File: src/rtl/ampseq_pkg.sv
package ampseq_pkg;

   typedef enum logic [1:0] {
      MODE_STANDBY = 2'b00,
      MODE_MUTE    = 2'b01,
      MODE_OPER    = 2'b10,
      MODE_ALTMUTE = 2'b11
   } mode_t;

   typedef enum logic [2:0] {
      ST_IDLE   = 3'd0,
      ST_START  = 3'd1,
      ST_WHOLD  = 3'd2,
      ST_RUN    = 3'd3,
      ST_SUPOFF = 3'd4,
      ST_OCOFF  = 3'd5
   } seq_state_t;

   function automatic logic is_standby(input logic [1:0] m);
      return m == MODE_STANDBY;
   endfunction

   function automatic logic is_oper(input logic [1:0] m);
      return m == MODE_OPER;
   endfunction

endpackage

File: src/rtl/ampseq_timer.sv
module ampseq_timer #(
   parameter int LIMIT = 100
) (
   input  logic clk,
   input  logic rst_n,
   input  logic clr,
   input  logic en,
   input  logic tick,
   output logic hit,
   output logic done
);
   localparam int CW = (LIMIT < 2) ? 1 : $clog2(LIMIT + 1);

   generate
      if (LIMIT == 1) begin : g_flag
         logic seen_q;
         always_ff @(posedge clk or negedge rst_n) begin
            if (!rst_n)               seen_q <= 1'b0;
            else if (clr)             seen_q <= 1'b0;
            else if (en && tick)      seen_q <= 1'b1;
         end
         assign hit  = en && tick && !clr && !seen_q;
         assign done = seen_q;
      end else begin : g_count
         logic [CW-1:0] cnt_q;
         always_ff @(posedge clk or negedge rst_n) begin
            if (!rst_n)
               cnt_q <= '0;
            else if (clr)
               cnt_q <= '0;
            else if (en && tick && (cnt_q != CW'(LIMIT)))
               cnt_q <= cnt_q + 1'b1;
         end
         assign hit  = en && tick && !clr && (cnt_q == CW'(LIMIT - 1));
         assign done = (cnt_q == CW'(LIMIT));
      end
   endgenerate

endmodule

File: src/rtl/ampseq_fsm.sv
module ampseq_fsm
   import ampseq_pkg::*;
(
   input  logic       clk,
   input  logic       rst_n,
   input  logic [1:0] mode_req,
   input  logic       sup_flt,
   input  logic       rail_short,
   input  logic       ilim_active,
   input  logic       hard_short,
   input  logic       start_hit,
   input  logic       rest_hit,
   input  logic       oc_hit,
   output seq_state_t state,
   output logic       start_clr,
   output logic       rest_clr,
   output logic       rest_en,
   output logic       oc_clr
);
   seq_state_t st_q, st_d;
   seq_state_t resume_st;

   assign resume_st = rail_short ? ST_WHOLD : ST_RUN;

   always_comb begin
      st_d = st_q;
      if (is_standby(mode_req)) begin
         st_d = ST_IDLE;
      end else begin
         unique case (st_q)
            ST_IDLE:   st_d = ST_START;
            ST_START:  if (sup_flt)                 st_d = ST_SUPOFF;
                       else if (start_hit)          st_d = resume_st;
            ST_WHOLD:  if (sup_flt)                 st_d = ST_SUPOFF;
                       else if (!rail_short)        st_d = ST_RUN;
            ST_RUN:    if (sup_flt)                 st_d = ST_SUPOFF;
                       else if (hard_short || oc_hit) st_d = ST_OCOFF;
            ST_SUPOFF: if (!sup_flt && rest_hit)    st_d = resume_st;
            ST_OCOFF:  if (sup_flt)                 st_d = ST_SUPOFF;
                       else if (rest_hit)           st_d = resume_st;
            default:   st_d = ST_IDLE;
         endcase
      end
   end

   always_ff @(posedge clk or negedge rst_n) begin
      if (!rst_n) st_q <= ST_IDLE;
      else        st_q <= st_d;
   end

   assign state     = st_q;
   assign start_clr = (st_q != ST_START);
   assign rest_en   = (st_q == ST_SUPOFF) || (st_q == ST_OCOFF);
   assign rest_clr  = !rest_en || sup_flt;
   assign oc_clr    = (st_q != ST_RUN) || !ilim_active;

endmodule

File: src/rtl/ampseq_sequencer.sv
module ampseq_sequencer
   import ampseq_pkg::*;
#(
   parameter int START_DLY   = 100,
   parameter int AUDIO_DLY   = 50,
   parameter int RESTART_DLY = 100,
   parameter int OC_TIMEOUT  = 10
) (
   input  logic       clk,
   input  logic       rst_n,
   input  logic       tick_1ms,
   input  logic [1:0] mode_req,
   input  logic       flt_temp,
   input  logic       flt_undervolt,
   input  logic       flt_overvolt,
   input  logic       flt_unbal,
   input  logic       rail_short,
   input  logic       ilim_active,
   input  logic       hard_short,
   output logic       stage_en,
   output logic       audio_en,
   output logic       prot_flag
);
   localparam int NUM_SUP = 4;

   initial begin
      assert (START_DLY >= 1)   else $error("START_DLY must be at least 1");
      assert (AUDIO_DLY >= 1)   else $error("AUDIO_DLY must be at least 1");
      assert (RESTART_DLY >= 1) else $error("RESTART_DLY must be at least 1");
      assert (OC_TIMEOUT >= 1)  else $error("OC_TIMEOUT must be at least 1");
   end

   logic [NUM_SUP-1:0] sup_vec;
   logic               sup_flt;
   seq_state_t         state;
   logic start_clr, rest_clr, rest_en, oc_clr;
   logic start_hit, rest_hit, oc_hit, audio_done;
   logic start_done_nc, rest_done_nc, oc_done_nc, audio_hit_nc;
   logic in_run;

   assign sup_vec = {flt_unbal, flt_overvolt, flt_undervolt, flt_temp};
   assign sup_flt = |sup_vec;
   assign in_run  = (state == ST_RUN);

   ampseq_fsm u_fsm (
      .clk         (clk),
      .rst_n       (rst_n),
      .mode_req    (mode_req),
      .sup_flt     (sup_flt),
      .rail_short  (rail_short),
      .ilim_active (ilim_active),
      .hard_short  (hard_short),
      .start_hit   (start_hit),
      .rest_hit    (rest_hit),
      .oc_hit      (oc_hit),
      .state       (state),
      .start_clr   (start_clr),
      .rest_clr    (rest_clr),
      .rest_en     (rest_en),
      .oc_clr      (oc_clr)
   );

   ampseq_timer #(.LIMIT(START_DLY)) u_start_tmr (
      .clk (clk), .rst_n (rst_n), .clr (start_clr), .en (!start_clr),
      .tick (tick_1ms), .hit (start_hit), .done (start_done_nc)
   );

   ampseq_timer #(.LIMIT(RESTART_DLY)) u_rest_tmr (
      .clk (clk), .rst_n (rst_n), .clr (rest_clr), .en (rest_en),
      .tick (tick_1ms), .hit (rest_hit), .done (rest_done_nc)
   );

   ampseq_timer #(.LIMIT(OC_TIMEOUT)) u_oc_tmr (
      .clk (clk), .rst_n (rst_n), .clr (oc_clr), .en (!oc_clr),
      .tick (tick_1ms), .hit (oc_hit), .done (oc_done_nc)
   );

   ampseq_timer #(.LIMIT(AUDIO_DLY)) u_audio_tmr (
      .clk (clk), .rst_n (rst_n), .clr (!in_run), .en (in_run),
      .tick (tick_1ms), .hit (audio_hit_nc), .done (audio_done)
   );

   assign stage_en  = in_run;
   assign audio_en  = in_run && audio_done && is_oper(mode_req);
   assign prot_flag = (in_run && ilim_active) || (state == ST_OCOFF);

endmodule

File: config.mk
export PLATFORM = sky130hd
export DESIGN_NAME = ampseq_sequencer
export DESIGN_NICKNAME = d
export VERILOG_FILES = /design/src/rtl/ampseq_pkg.sv /design/src/rtl/ampseq_timer.sv /design/src/rtl/ampseq_fsm.sv /design/src/rtl/ampseq_sequencer.sv
export SDC_FILE = /design/constraint.sdc
export NUM_CORES = 1
export LEC_CHECK = 0
export ABC_AREA = 0
export BUFFER_PORTS_ARGS = -buffer_cell sky130_fd_sc_hd__buf_2
export CAP_MARGIN = 20
export CORE_ASPECT_RATIO = 0.5
export CORE_MARGIN = 5
export CORE_UTILIZATION = 58
export DETAILED_ROUTE_END_ITERATION = 6
export PLACE_DENSITY_LB_ADDON = 0.08
export REMOVE_ABC_BUFFERS = 1
export SLEW_MARGIN = 40
export SYNTH_ARGS = -nofsm -noshare
export SYNTH_HDL_FRONTEND = slang
export SYNTH_SLANG_ARGS = --single-unit
File: constraint.sdc
create_clock -name clk -period 2.8 [get_ports clk]
set_clock_uncertainty 0.15 [all_clocks]
set_input_delay 0.14 -clock clk [delete_from_list [all_inputs] [get_ports clk]]
set_output_delay 0.14 -clock clk [all_outputs]
set_load 0.03 [all_outputs]
# --- Yosys cells after proc, flatten, opt, wreduce, memory -nomap -nowiden ---
# Index checks and enable logic that the tools add are counted.
classes:
  add_sub_neg: 4
  n_eq_ne: 22
  mux: 20
  reduce_logical: 36
op_table:
  columns: ["cell", "count"]
  rows:
  - ["$mux W3", 10]
  - ["$mux W7", 4]
  - ["$logic_and A1 B1 Y1", 18]
  - ["$pmux W3 S6", 1]
  - ["$add A7 B1 Y7 const B", 2]
  - ["$eq A7 B7 Y1 const B", 2]
  - ["$ne A7 B7 Y1 const B", 2]
  - ["$mux W6", 2]
  - ["$mux W4", 2]
  - ["$ne A4 B1 Y1 const B", 2]
  - ["$ne A4 B2 Y1 const B", 2]
  - ["$add A6 B1 Y6 const B", 1]
  - ["$eq A3 B2 Y1 const B", 2]
  - ["$eq A3 B3 Y1 const B", 2]
  - ["$eq A6 B6 Y1 const B", 1]
  - ["$logic_not A1 Y1", 6]
  - ["$ne A3 B1 Y1 const B", 2]
  - ["$ne A6 B6 Y1 const B", 1]
  - ["$reduce_bool A2 Y1", 3]
  - ["$logic_or A1 B1 Y1", 5]
  - ["$reduce_and A5 Y1", 1]
  - ["$add A4 B1 Y4 const B", 1]
  - ["$eq A4 B4 Y1 const B", 1]
  - ["$ne A4 B4 Y1 const B", 1]
  - ["8 further kinds", 8]
word_totals:
  regBits: 27
  output_inout_bits: 3

# --- Longest topological paths before layout ---
# Gate-level depths: netlist of run 1.
depth:
  word_depth: 11
  mapped_depth: 7
  ltp_nobuf: 7

# --- By module ---
# A second synthesis of run 1 with hierarchy kept.
hier_totals:
  hier_cells: 217
  area_unflattened_um2: 1910.6
modules_own_cells:
  columns: ["module", "n_inst", "cells_each", "area_each_um2", "seq_area_each_um2"]
  rows:
  - ["ampseq_timer at u_rest_tmr", 1, 48, 461.7, 175.2]
  - ["ampseq_timer at u_start_tmr", 1, 46, 430.4, 175.2]
  - ["ampseq_timer at u_audio_tmr", 1, 46, 396.6, 150.1]
  - ["ampseq_fsm", 1, 36, 302.8, 75.1]
  - ["ampseq_timer at u_oc_tmr", 1, 30, 261.5, 100.1]
  - ["ampseq_sequencer", 1, 11, 57.6, 0.0]

# --- Least setup slack after synthesis of run 1 ---
# No wires, ideal clock.
synth_timing:
  path_type: "flip-flop to output port"
  start: "register u_fsm.st_q[1] (netlist: u_fsm.state[1])"
  end: "output audio_en"
  arrival_ns: 1.830
  required_ns: 2.510
  path_slack_ns: 0.680
  path_stages_with_launch: 4
  n_path_buf: 1
  cell_sequence: "dfrtp_1 buf_2 nand3b_1 nor4b_1"
synth_via:
  elab_chain_len: 3
synth_lines:
  columns: ["element", "line_no", "rtl"]
  rows:
  - ["start, declared", "ampseq_fsm.sv:20", "seq_state_t st_q, st_d;"]
  - ["start signal, assigned", "ampseq_fsm.sv:48", "else st_q <= st_d;"]
  - ["$eq A3 B2 Y1", "ampseq_sequencer.sv:43", "assign in_run = (state == ST_RUN);"]
  - ["$logic_and A1 B1 Y1 (2 in series)", "ampseq_sequencer.sv:84", "assign audio_en = in_run && audio_done && is_oper(mode_req);"]
  - ["end, declared", "ampseq_sequencer.sv:21", "output logic audio_en,"]
# Every way passes these cells.

# --- Worst setup path after layout of run 1 ---
layout_timing:
  start: "register u_fsm.st_q[1] (netlist: u_fsm.state[1])"
  end: "register u_rest_tmr.g_count.cnt_q[5]"
layout_via:
  elab_chain_len: 5
layout_lines:
  columns: ["element", "line_no", "rtl"]
  rows:
  - ["$eq A3 B3 Y1", "ampseq_fsm.sv:53", "assign rest_en = (st_q == ST_SUPOFF) || (st_q == ST_OCOFF);"]
  - ["$logic_or A1 B1 Y1 *", "ampseq_fsm.sv:53", null]
  - ["$logic_not A1 Y1 / $logic_and A1 B1 Y1 (equally long branches)", "ampseq_fsm.sv:54, ampseq_timer.sv:31", null]
  - ["$logic_or A1 B1 Y1 / $logic_and A1 B1 Y1 (equally long branches)", "ampseq_fsm.sv:54, ampseq_timer.sv:31", null]
  - ["$mux W7 / $reduce_bool A2 Y1 (equally long branches)", null, null]
  - ["end signal, assigned", "ampseq_timer.sv:32", "cnt_q <= cnt_q + 1'b1;"]
  - ["end, declared", "ampseq_timer.sv:25", "logic [CW-1:0] cnt_q;"]
# Mark *: on every way between the ends. The rest lies on a longest branch, timed or not.
# A chain may end at the register's enable or synchronous reset.

==> run summary, run 1 <==
Worst skew pair latency: 0.27 ns
Final ANT Viol Nets: 0
Crit path launch type: flop
Commonest cells in the synthesized netlist: 27 x dfrtp_1, 27 x nor2_1, 12 x inv_1, 11 x nand2_1, 11 x nand3_1
Hold Path Class: input pin to flop
Post-cts sizing count: 0
Vias per cell: 5.620
First-pass GRT wire length: 5.685 mm
Period utilization: 77.19%
PortBufs: 14
Fin worst setup slack: 0.6387 ns
Num CTS Buffers: 3
Final GP Congestion: 0.8816
Root Buffer: clkbuf_8
Core area: 2635 um2
H-tree Lvls: 1
Status: completed
Worst relative slew slack: 59.90%
GRT Total Usage: 18.44%
Syn. warnings: 0
Sequential fraction of the synthesis area: 41.63%
Drt first-iter violations: 109
Critical path cell sequence: nor2b_1 > o211ai_1 > nor3_1 > xnor2_1 > nor2_1
Largest net degree at the start of global routing: 28
Pre-CTS worst setup slack: 0.6790 ns
Crit path DAT: 2.17 ns
Netlist cell types: 39
Crit end category: flop
Max-capacitance violation count: 0
Initial DRT Pass Iterations: 5
Antenna diodes: 0
Final setup viols: 0
Area of the multi-input gates: 868.3 um2
Drc violations: 0
Kind of critical path: flop to flop
GR peak layer: met2
Max Root-Sink Buffers: 2
Top Family by Delay on Critical Path: simple AND/OR/NAND/NOR gates
Async set-reset flop share out of synthesis: 100.0%
DIE HEIGHT: 47.41 um
Slew @ Worst Pin: 0.6014 ns
WL per Instance: 13.99 um
Crit-path max FO: 11
Slowest CP cell: nor2b_1
Max Fclk: 462.7 MHz
Met1 usage: 25.19%
Seq. cell area: 675.6 um2
Die area: 4020 um2
P_leak: 0.7362 nW
Met2 usage: 30.33%
Final Net Count: 214
VDD IR max: 0.4810 mV
Met3 usage: 4.729%
Post-synthesis register bit count: 27
CP peak stage delay: 0.52 ns
Area contributors post-synth: dfrtp_1 42%, ha_1 6.9%, nor2_1 6.2%
Clk slew on worst S/H paths: 0.09 ns
Post-Route WL: 3.204 mm
Buf/Inv on CP: 0
Overflow after GRT: 0
# IOs: 15
Num Clock Sinks: 27
Initial Utilization: 61.59%
Via Count: 1,287
Tmin final: 2.161 ns
Post-DP HPWL: 2.351 mm
Horiz. Die Dim: 84.81 um
Max Transition Viols Final: 0
CTS tree: built
Final hold violations: 0
Pwr dens: 539.7 nW/um2
Layout cells sized above 1: 11.98%
Number of synthesized flops with an enable pin: 0
Unrepaired setup endpoints after global routing: no
CTS Hold Buffers Added: 1
Total Negative Setup Slacks: 0 ns
Vias in the first global route: 1,207
Top cell type's share of synthesized area: 41.63%
Critical Path RT: 2.81 ns
Synth Area per Inst: 9.117 um2
Layout filler cell count: 214
Area growth, synth to finish: 8.789%
Initial antenna violation count: 0
Num rows: 13
Top FF cell, synth: dfrtp_1
Post-synth top area cell: dfrtp_1
Mapped Area: 1623 um2
Post-CTS setup buffer count: 0
Post-Syn Instances: 178
## path summary, 6_finish.rpt
check	cells after the start	slack, ns	end	startpoint
worst min register to register	2	0.41	u_start_tmr.g_count.cnt_q[6]$_DFFE_PN0P_	u_start_tmr.g_count.cnt_q[6]$_DFFE_PN0P_
worst max register to register	5	0.64	u_rest_tmr.g_count.cnt_q[5]$_DFFE_PN0P_	u_fsm.state[1]$_DFFE_PN0P_
worst min-delay path	3	0.02	u_oc_tmr.g_count.cnt_q[3]$_DFFE_PN0P_	ilim_active
worst max-delay path	5	0.64	u_rest_tmr.g_count.cnt_q[5]$_DFFE_PN0P_	u_fsm.state[1]$_DFFE_PN0P_
min in group asynchronous	2	0.25	u_rest_tmr.g_count.cnt_q[2]$_DFFE_PN0P_	rst_n
max in group asynchronous	2	1.85	u_audio_tmr.g_count.cnt_q[0]$_DFFE_PN0P_	rst_n
## layer usage
layer | vias to the layer above | part of all wire, %
met5 | - | 0
met1 | 604 | 51
li1 | 656 | -
met2 | 23 | 44
met4 | 0 | 0.87
met3 | 4 | 3.8
## worst reg2reg max path, delay by kind of cell, from the launching register on
kind	cells	cell delay [ns]
compound gates	1	0.36
xor+xnor	1	0.14
flops	1	0.51
simple gates	3	0.88
## cells by family (layout without fill, tap and decap cells)
group / Yosys count / in the layout / synth area share (%)
simple gates: 77 / 77 / 24.52
buf+inv: 18 / 32 / 4.856
xor+xnor: 14 / 14 / 7.556
compound gates: 30 / 30 / 12.41
flops: 27 / 27 / 41.63
fa+ha+maj: 9 / 9 / 6.939
mux: 3 / 3 / 2.082
## through the flow
stage               hold slack, ns  area (um2)  utilization [%]  power, mW  cells
floorplan                  -0.3056        1593                -     0.6554    173
global placement           0.03424        1709            64.86     0.7284    224
detailed placement         0.04610        1709            64.86     0.7361    224
finish                     0.01559        1765            67.00     0.9528    229
global route               0.03303        1765            67.00      1.019    229
CTS                        0.01476        1765            67.00     0.9608    229
## layout make-up
type	instances	area share, %
sequential	27	38.27
multi-input combinational	133	49.19
timing repair buffer	15	4.536
clock buffer	3	2.339
clock inverter	1	0.2835
inverter	13	2.764
tap	37	2.622
## cell usage in the layout (no fill, tap or decap), drive strengths merged, types with 7 or more instances in the layout
cell type	instances
nand3	11
a21oi	10
nand4	7
nand2	11
xor2	8
nor2	27
inv	13
ha	9
buf	14
dfrtp	27
## state kept, by name, indices dropped and copies added, names as in the netlist
register                   count
u_rest_tmr.g_count.cnt_q       7
u_audio_tmr.g_count.cnt_q      6
u_start_tmr.g_count.cnt_q      7
u_fsm.state                    3
u_oc_tmr.g_count.cnt_q         4
## power by group
| part | internal, mW | total (mW) | leakage, nW | switching [mW] |
|---|---|---|---|---|
| combinational | 0.104 | 0.263 | 0.337 | 0.159 |
| clock | 0.0997 | 0.218 | 0.0255 | 0.119 |
| sequential | 0.416 | 0.472 | 0.374 | 0.0557 |
| total | 0.620 | 0.953 | 0.736 | 0.333 |
Power figures use the tool's default switching activity.
==> run 2, diff against run 1 <==
==> constraint.sdc (replaced) <==
create_clock -name clk -period 2 [get_ports clk]
set_clock_uncertainty 0.15 [all_clocks]
set_input_delay 0.1 -clock clk [delete_from_list [all_inputs] [get_ports clk]]
set_output_delay 0.1 -clock clk [all_outputs]
set_load 0.03 [all_outputs]
==> run 2 against run 1 <==
Effect of this change:
- worst hold slack better by 0.021 ns
- final area is 7.6% higher
- utilization rose by 5.1 points
- global-route usage hardly changed
- sequential share of layout area is 2.6 points lower
- non-clock buffer count is 10 higher
- clock power rose by 41%
- wire length grew 5.7%
- count of clock-buffer cells in the layout unchanged
- flip-flop and latch count unchanged
- critical path type unchanged
- largest cell class unchanged
- highest routed layer unchanged
==> run summary, run 2 (synthesis results as in run 1) <==
Max Root-Sink Buffers: 2
Met3 usage: 5.604%
Placed Cells: 232
Root Buffer: clkbuf_8
Worst reg-to-reg setup slack: 0.04 ns
Crit path launch type: flop
Crit path DAT: 1.97 ns
Area after DPL: 1769 um2
Crit-path max FO: 2
Slew @ Worst Pin: 0.6096 ns
Status: completed
Overall power: 1.431 mW
Vias per cell: 5.674
Slowest CP cell: dfrtp_1
Num Clock Sinks: 27
Layout filler cell count: 198
Fin area: 1899 um2
Pre-CTS worst setup slack: 0.005841 ns
Num CTS Buffers: 3
Non-Filler Instances: 239
Antenna diodes: 0
H-tree Lvls: 1
Max-capacitance violation count: 0
VDD IR max: 0.5356 mV
Hold Path Class: input pin to flop
Max Transition Viols Final: 0
Drt first-iter violations: 87
Largest net degree at the start of global routing: 28
Final hold violations: 0
# IOs: 15
Worst r2r path cells: 6
CP peak stage delay: 0.36 ns
Horiz. Die Dim: 84.81 um
Period utilization: 98.08%
Fin worst setup slack: 0.03840 ns
WL per Instance: 14.18 um
Area growth, synth to finish: 17.04%
Worst relative slew slack: 59.36%
Final GP Congestion: 0.8618
CTS tree: built
Drc violations: 0
Post-Route WL: 3.388 mm
Crit end category: flop
Hold WS: 0.03657 ns
Layout cells sized above 1: 22.77%
Pwr dens: 753.6 nW/um2
Met2 usage: 31.73%
Post-DP HPWL: 2.434 mm
GR peak layer: met2
Clk slew on worst S/H paths: 0.09 ns
Hold EP: u_rest_tmr.g_count.cnt_q[0]$_DFFE_PN0P_
Final ANT Viol Nets: 0
Critical path cell sequence: ha_2 > inv_2 > or3_4 > o31ai_4 > a31oi_2 > mux2_4
Initial Utilization: 61.59%
Final Core Density: 72.08%
PortBufs: 14
Die area: 4020 um2
Worst skew pair latency: 0.27 ns
Initial antenna violation count: 0
Hold path cells: 3
Critical Path RT: 2.01 ns
Kind of critical path: flop to flop
Final Net Count: 224
Tmin final: 1.962 ns
Worst reg2reg path startpoint: u_rest_tmr.g_count.cnt_q[1]$_DFFE_PN0P_
Overflow after GRT: 0
Worst reg2reg endpoint: u_fsm.state[0]$_DFFE_PN0P_
Max Fclk: 509.8 MHz
GRT Total Usage: 18.40%
Unrepaired setup endpoints after global routing: no
Met1 usage: 22.92%
Via Count: 1,356
Top Registers: u_rest_tmr.g_count.cnt_q: 7 flops, u_start_tmr.g_count.cnt_q: 7 flops, u_audio_tmr.g_count.cnt_q: 6 flops
First-pass GRT wire length: 5.692 mm
DIE HEIGHT: 47.41 um
P_leak: 0.7909 nW
Min-delay src: flt_overvolt
Core area: 2635 um2
Total Negative Setup Slacks: 0 ns
Vias in the first global route: 1,295
Num rows: 13
Initial DRT Pass Iterations: 4
Most common cell after layout, fill and taps aside: nor2_1
Final setup viols: 0
Most frequent cells in the layout: 27 x nor2_1, 25 x dfrtp_1, 13 x buf_2
## run 2: where the power goes
group	switching (mW)	internal, mW
logic	0.251	0.203
clock network	0.168	0.140
registers	0.0835	0.586
total	0.503	0.929
## run 2: what timing repair did
| action | in CTS | in global routing |
|---|---|---|
| hold buffers | 2 | 0 |
| hold endpoints to repair | 28 | 0 |
| gates resized for setup | 1 | 14 |
| buffers inserted | 0 | 1 |
| pin swaps | 2 | 5 |
| endpoints found under the setup margin | 1 | 4 |
## run 2: layout make-up
class	count	area [um2]	share of cell area, %
clock buffers	3	41.29	2.174
flip-flops and latches	27	678.2	35.70
inverters	13	48.80	2.569
clock inverters	1	5.005	0.2635
repair buffers	25	160.2	8.432
multi-input cells	133	919.6	48.42
well taps	37	46.29	2.437
## run 2: worst max path at each step
stage / startpoint / end / cells after the start
global placement: u_rest_tmr.g_count.cnt_q[0]$_DFFE_PN0P_ / u_fsm.state[0]$_DFFE_PN0P_ / 6
global route: u_rest_tmr.g_count.cnt_q[0]$_DFFE_PN0P_ / u_fsm.state[0]$_DFFE_PN0P_ / 6
finish: u_rest_tmr.g_count.cnt_q[1]$_DFFE_PN0P_ / u_fsm.state[0]$_DFFE_PN0P_ / 6
CTS: u_rest_tmr.g_count.cnt_q[0]$_DFFE_PN0P_ / u_fsm.state[2]$_DFFE_PN0P_ / 6
detailed placement: u_rest_tmr.g_count.cnt_q[0]$_DFFE_PN0P_ / u_fsm.state[2]$_DFFE_PN0P_ / 6
floorplan: u_fsm.state[1]$_DFFE_PN0P_ / audio_en / 2
## run 2: worst max-delay path: cells and delay by family, from the launching register on
kind | cells | cell delay, ns
AOI/OAI and AO/OA | 2 | 0.46
muxes | 1 | 0.32
DFF | 1 | 0.36
adders and majority gates | 1 | 0.19
and+or+nand+nor | 1 | 0.33
buffers and inverters | 1 | 0.04
## run 2: per-layer routing
| metal | up-vias | wire length [um] |
|---|---|---|
| met4 | 0 | 70 |
| li1 | 678 | - |
| met3 | 8 | 149 |
| met5 | - | 0 |
| met1 | 642 | 1609 |
| met2 | 28 | 1558 |
==> run 3, diff against run 2 <==
--- a/config.mk
+++ b/config.mk
@@ -10,7 +10,8 @@
 export CAP_MARGIN = 20
 export CORE_ASPECT_RATIO = 0.5
 export CORE_MARGIN = 5
-export CORE_UTILIZATION = 58
+export CORE_UTILIZATION = 61
+export CTS_BUF_LIST = sky130_fd_sc_hd__clkbuf_4 sky130_fd_sc_hd__clkbuf_8
 export DETAILED_ROUTE_END_ITERATION = 6
 export PLACE_DENSITY_LB_ADDON = 0.08
 export REMOVE_ABC_BUFFERS = 1
==> run 3 against run 2 <==
Effect of this change:
- die area shrank 4.1%
- worst setup slack gained 0.014 ns
- first-iteration DRC count down 45%
- highest routed layer unchanged
==> run summary, run 3 (synthesis results as in run 1) <==
Crit-path max FO: 2
Final GP Congestion: 0.8099
Top Registers: u_rest_tmr.g_count.cnt_q: 7 flops, u_start_tmr.g_count.cnt_q: 7 flops, u_audio_tmr.g_count.cnt_q: 6 flops
Overflow after GRT: 0
Drc violations: 0
First-pass GRT wire length: 5.837 mm
Most common cell after layout, fill and taps aside: nor2_1
Root Buffer: clkbuf_8
Final ANT Viol Nets: 0
Vias in the first global route: 1,330
Crit end category: flop
Post-Route WL: 3.379 mm
Crit path DAT: 1.97 ns
Horiz. Die Dim: 82.94 um
Most frequent cells in the layout: 27 x nor2_1, 26 x dfrtp_1, 13 x buf_2
CTS tree: built
Total Negative Setup Slacks: 0 ns
Clk slew on worst S/H paths: 0.10 ns
Worst skew pair latency: 0.27 ns
Largest net degree at the start of global routing: 28
Pwr dens: 739.2 nW/um2
Via Count: 1,368
Area after DPL: 1784 um2
Period utilization: 97.39%
P_leak: 0.8185 nW
Worst relative slew slack: 58.97%
Tmin final: 1.948 ns
Vias per cell: 5.607
PortBufs: 14
Die area: 3854 um2
# IOs: 15
Comb power frac: 32.2%
GRT Total Usage: 19.25%
Final hold violations: 0
Max Root-Sink Buffers: 2
Antenna diodes: 0
Reg power frac: 46.3%
Final Net Count: 229
Area growth, synth to finish: 19.04%
Layout cells sized above 1: 21.26%
H-tree Lvls: 1
Slew @ Worst Pin: 0.6154 ns
WL per Instance: 13.85 um
Post-DP HPWL: 2.345 mm
Initial antenna violation count: 0
Kind of critical path: flop to flop
Pint: 0.9368 mW
Num rows: 13
Unrepaired setup endpoints after global routing: yes
VDD IR max: 0.4737 mV
Num CTS Buffers: 3
Net Sw Frac: 34.40%
Max-capacitance violation count: 0
Sw Pwr: 0.4912 mW
Max Transition Viols Final: 0
Initial Utilization: 63.15%
Core area: 2570 um2
Status: completed
Crit path launch type: flop
Critical Path RT: 2.02 ns
Initial DRT Pass Iterations: 4
Drt first-iter violations: 48
Final setup viols: 0
DIE HEIGHT: 46.47 um
Num Clock Sinks: 27
Max Fclk: 513.4 MHz
Clock Power Share: 21.5%
Fin area: 1932 um2
Hold Path Class: input pin to flop
[run 3: final cells by class]
| cell class | count | area [um2] |
|---|---|---|
| repair buffers | 30 | 207.7 |
| multi-input cells | 133 | 905.9 |
| clock buffers | 3 | 41.29 |
| clock inverters | 1 | 5.005 |
| fillers | 189 | 638.1 |
| flip-flops and latches | 27 | 676.9 |
| inverters | 13 | 48.80 |
| well taps | 37 | 46.29 |
[run 3: metal layers]
| layer | wire length [um] | up-vias | GRT usage, % |
|---|---|---|---|
| met2 | 1576 | 18 | 35.03 |
| met4 | 55 | 0 | 4.560 |
| met1 | 1656 | 659 | 23.62 |
| met5 | 0 | - | 0 |
| li1 | - | 685 | - |
| met3 | 90 | 6 | 5.179 |
[run 3: metrics by stage]
stage	utilization [%]	instances	power (mW)	worst slack (ns)	hold WS [ns]
3_3_place_gp	69.43	234	1.051	0.06867	-0.006469
4_1_cts	73.42	243	1.388	0.03013	0.08880
6_report	75.17	244	1.428	0.05221	0.1223
3_5_place_dp	69.43	234	1.059	0.02822	-0.004179
2_1_floorplan	-	173	0.9175	-0.07941	-0.3456
5_1_grt	75.17	244	1.523	-0.03605	0.1678
[run 3: final timing paths]
check,start,endpoint,slack [ns],cells after the start
max,u_rest_tmr.g_count.cnt_q[1]$_DFFE_PN0P_,u_fsm.state[2]$_DFFE_PN0P_,0.05,6
min,mode_req[0],u_fsm.state[0]$_DFFE_PN0P_,0.12,4
max reg2reg,u_rest_tmr.g_count.cnt_q[1]$_DFFE_PN0P_,u_fsm.state[2]$_DFFE_PN0P_,0.05,6
min reg2reg,u_start_tmr.g_count.cnt_q[6]$_DFFE_PN0P_,u_start_tmr.g_count.cnt_q[6]$_DFFE_PN0P_,0.41,2
max in group asynchronous,rst_n,u_fsm.state[0]$_DFFE_PN0P_,1.05,2
min in group asynchronous,rst_n,u_rest_tmr.g_count.cnt_q[4]$_DFFE_PN0P_,0.21,2
[run 3: critical path: stages, from the launching register on]
cell and delay, ns:
dfrtp_1 0.37, ha_2 0.19, inv_2 0.04, or3_4 0.39, o31ai_4 0.22, a31oi_2 0.15
mux2_4 0.32
[run 3: repair_timing]
| action | in CTS | in global routing |
|---|---|---|
| gates cloned | 0 | 0 |
| gates resized for setup | 1 | 10 |
| endpoints found under the hold margin | 30 | 0 |
| setup buffers | 0 | 2 |
| pin swaps | 1 | 1 |
| endpoints found under the setup margin | 1 | 4 |
| hold buffers | 5 | 0 |
[run 3: power groups by stage]
stage | registers (mW) | clock network [mW] | logic [mW]
after CTS | 0.652 | 0.323 | 0.413
final | 0.661 | 0.308 | 0.460
after floorplan | 0.646 | 0 | 0.271
after detailed placement | 0.663 | 0 | 0.396
after global routing | 0.669 | 0.347 | 0.508
after global placement | 0.663 | 0 | 0.388
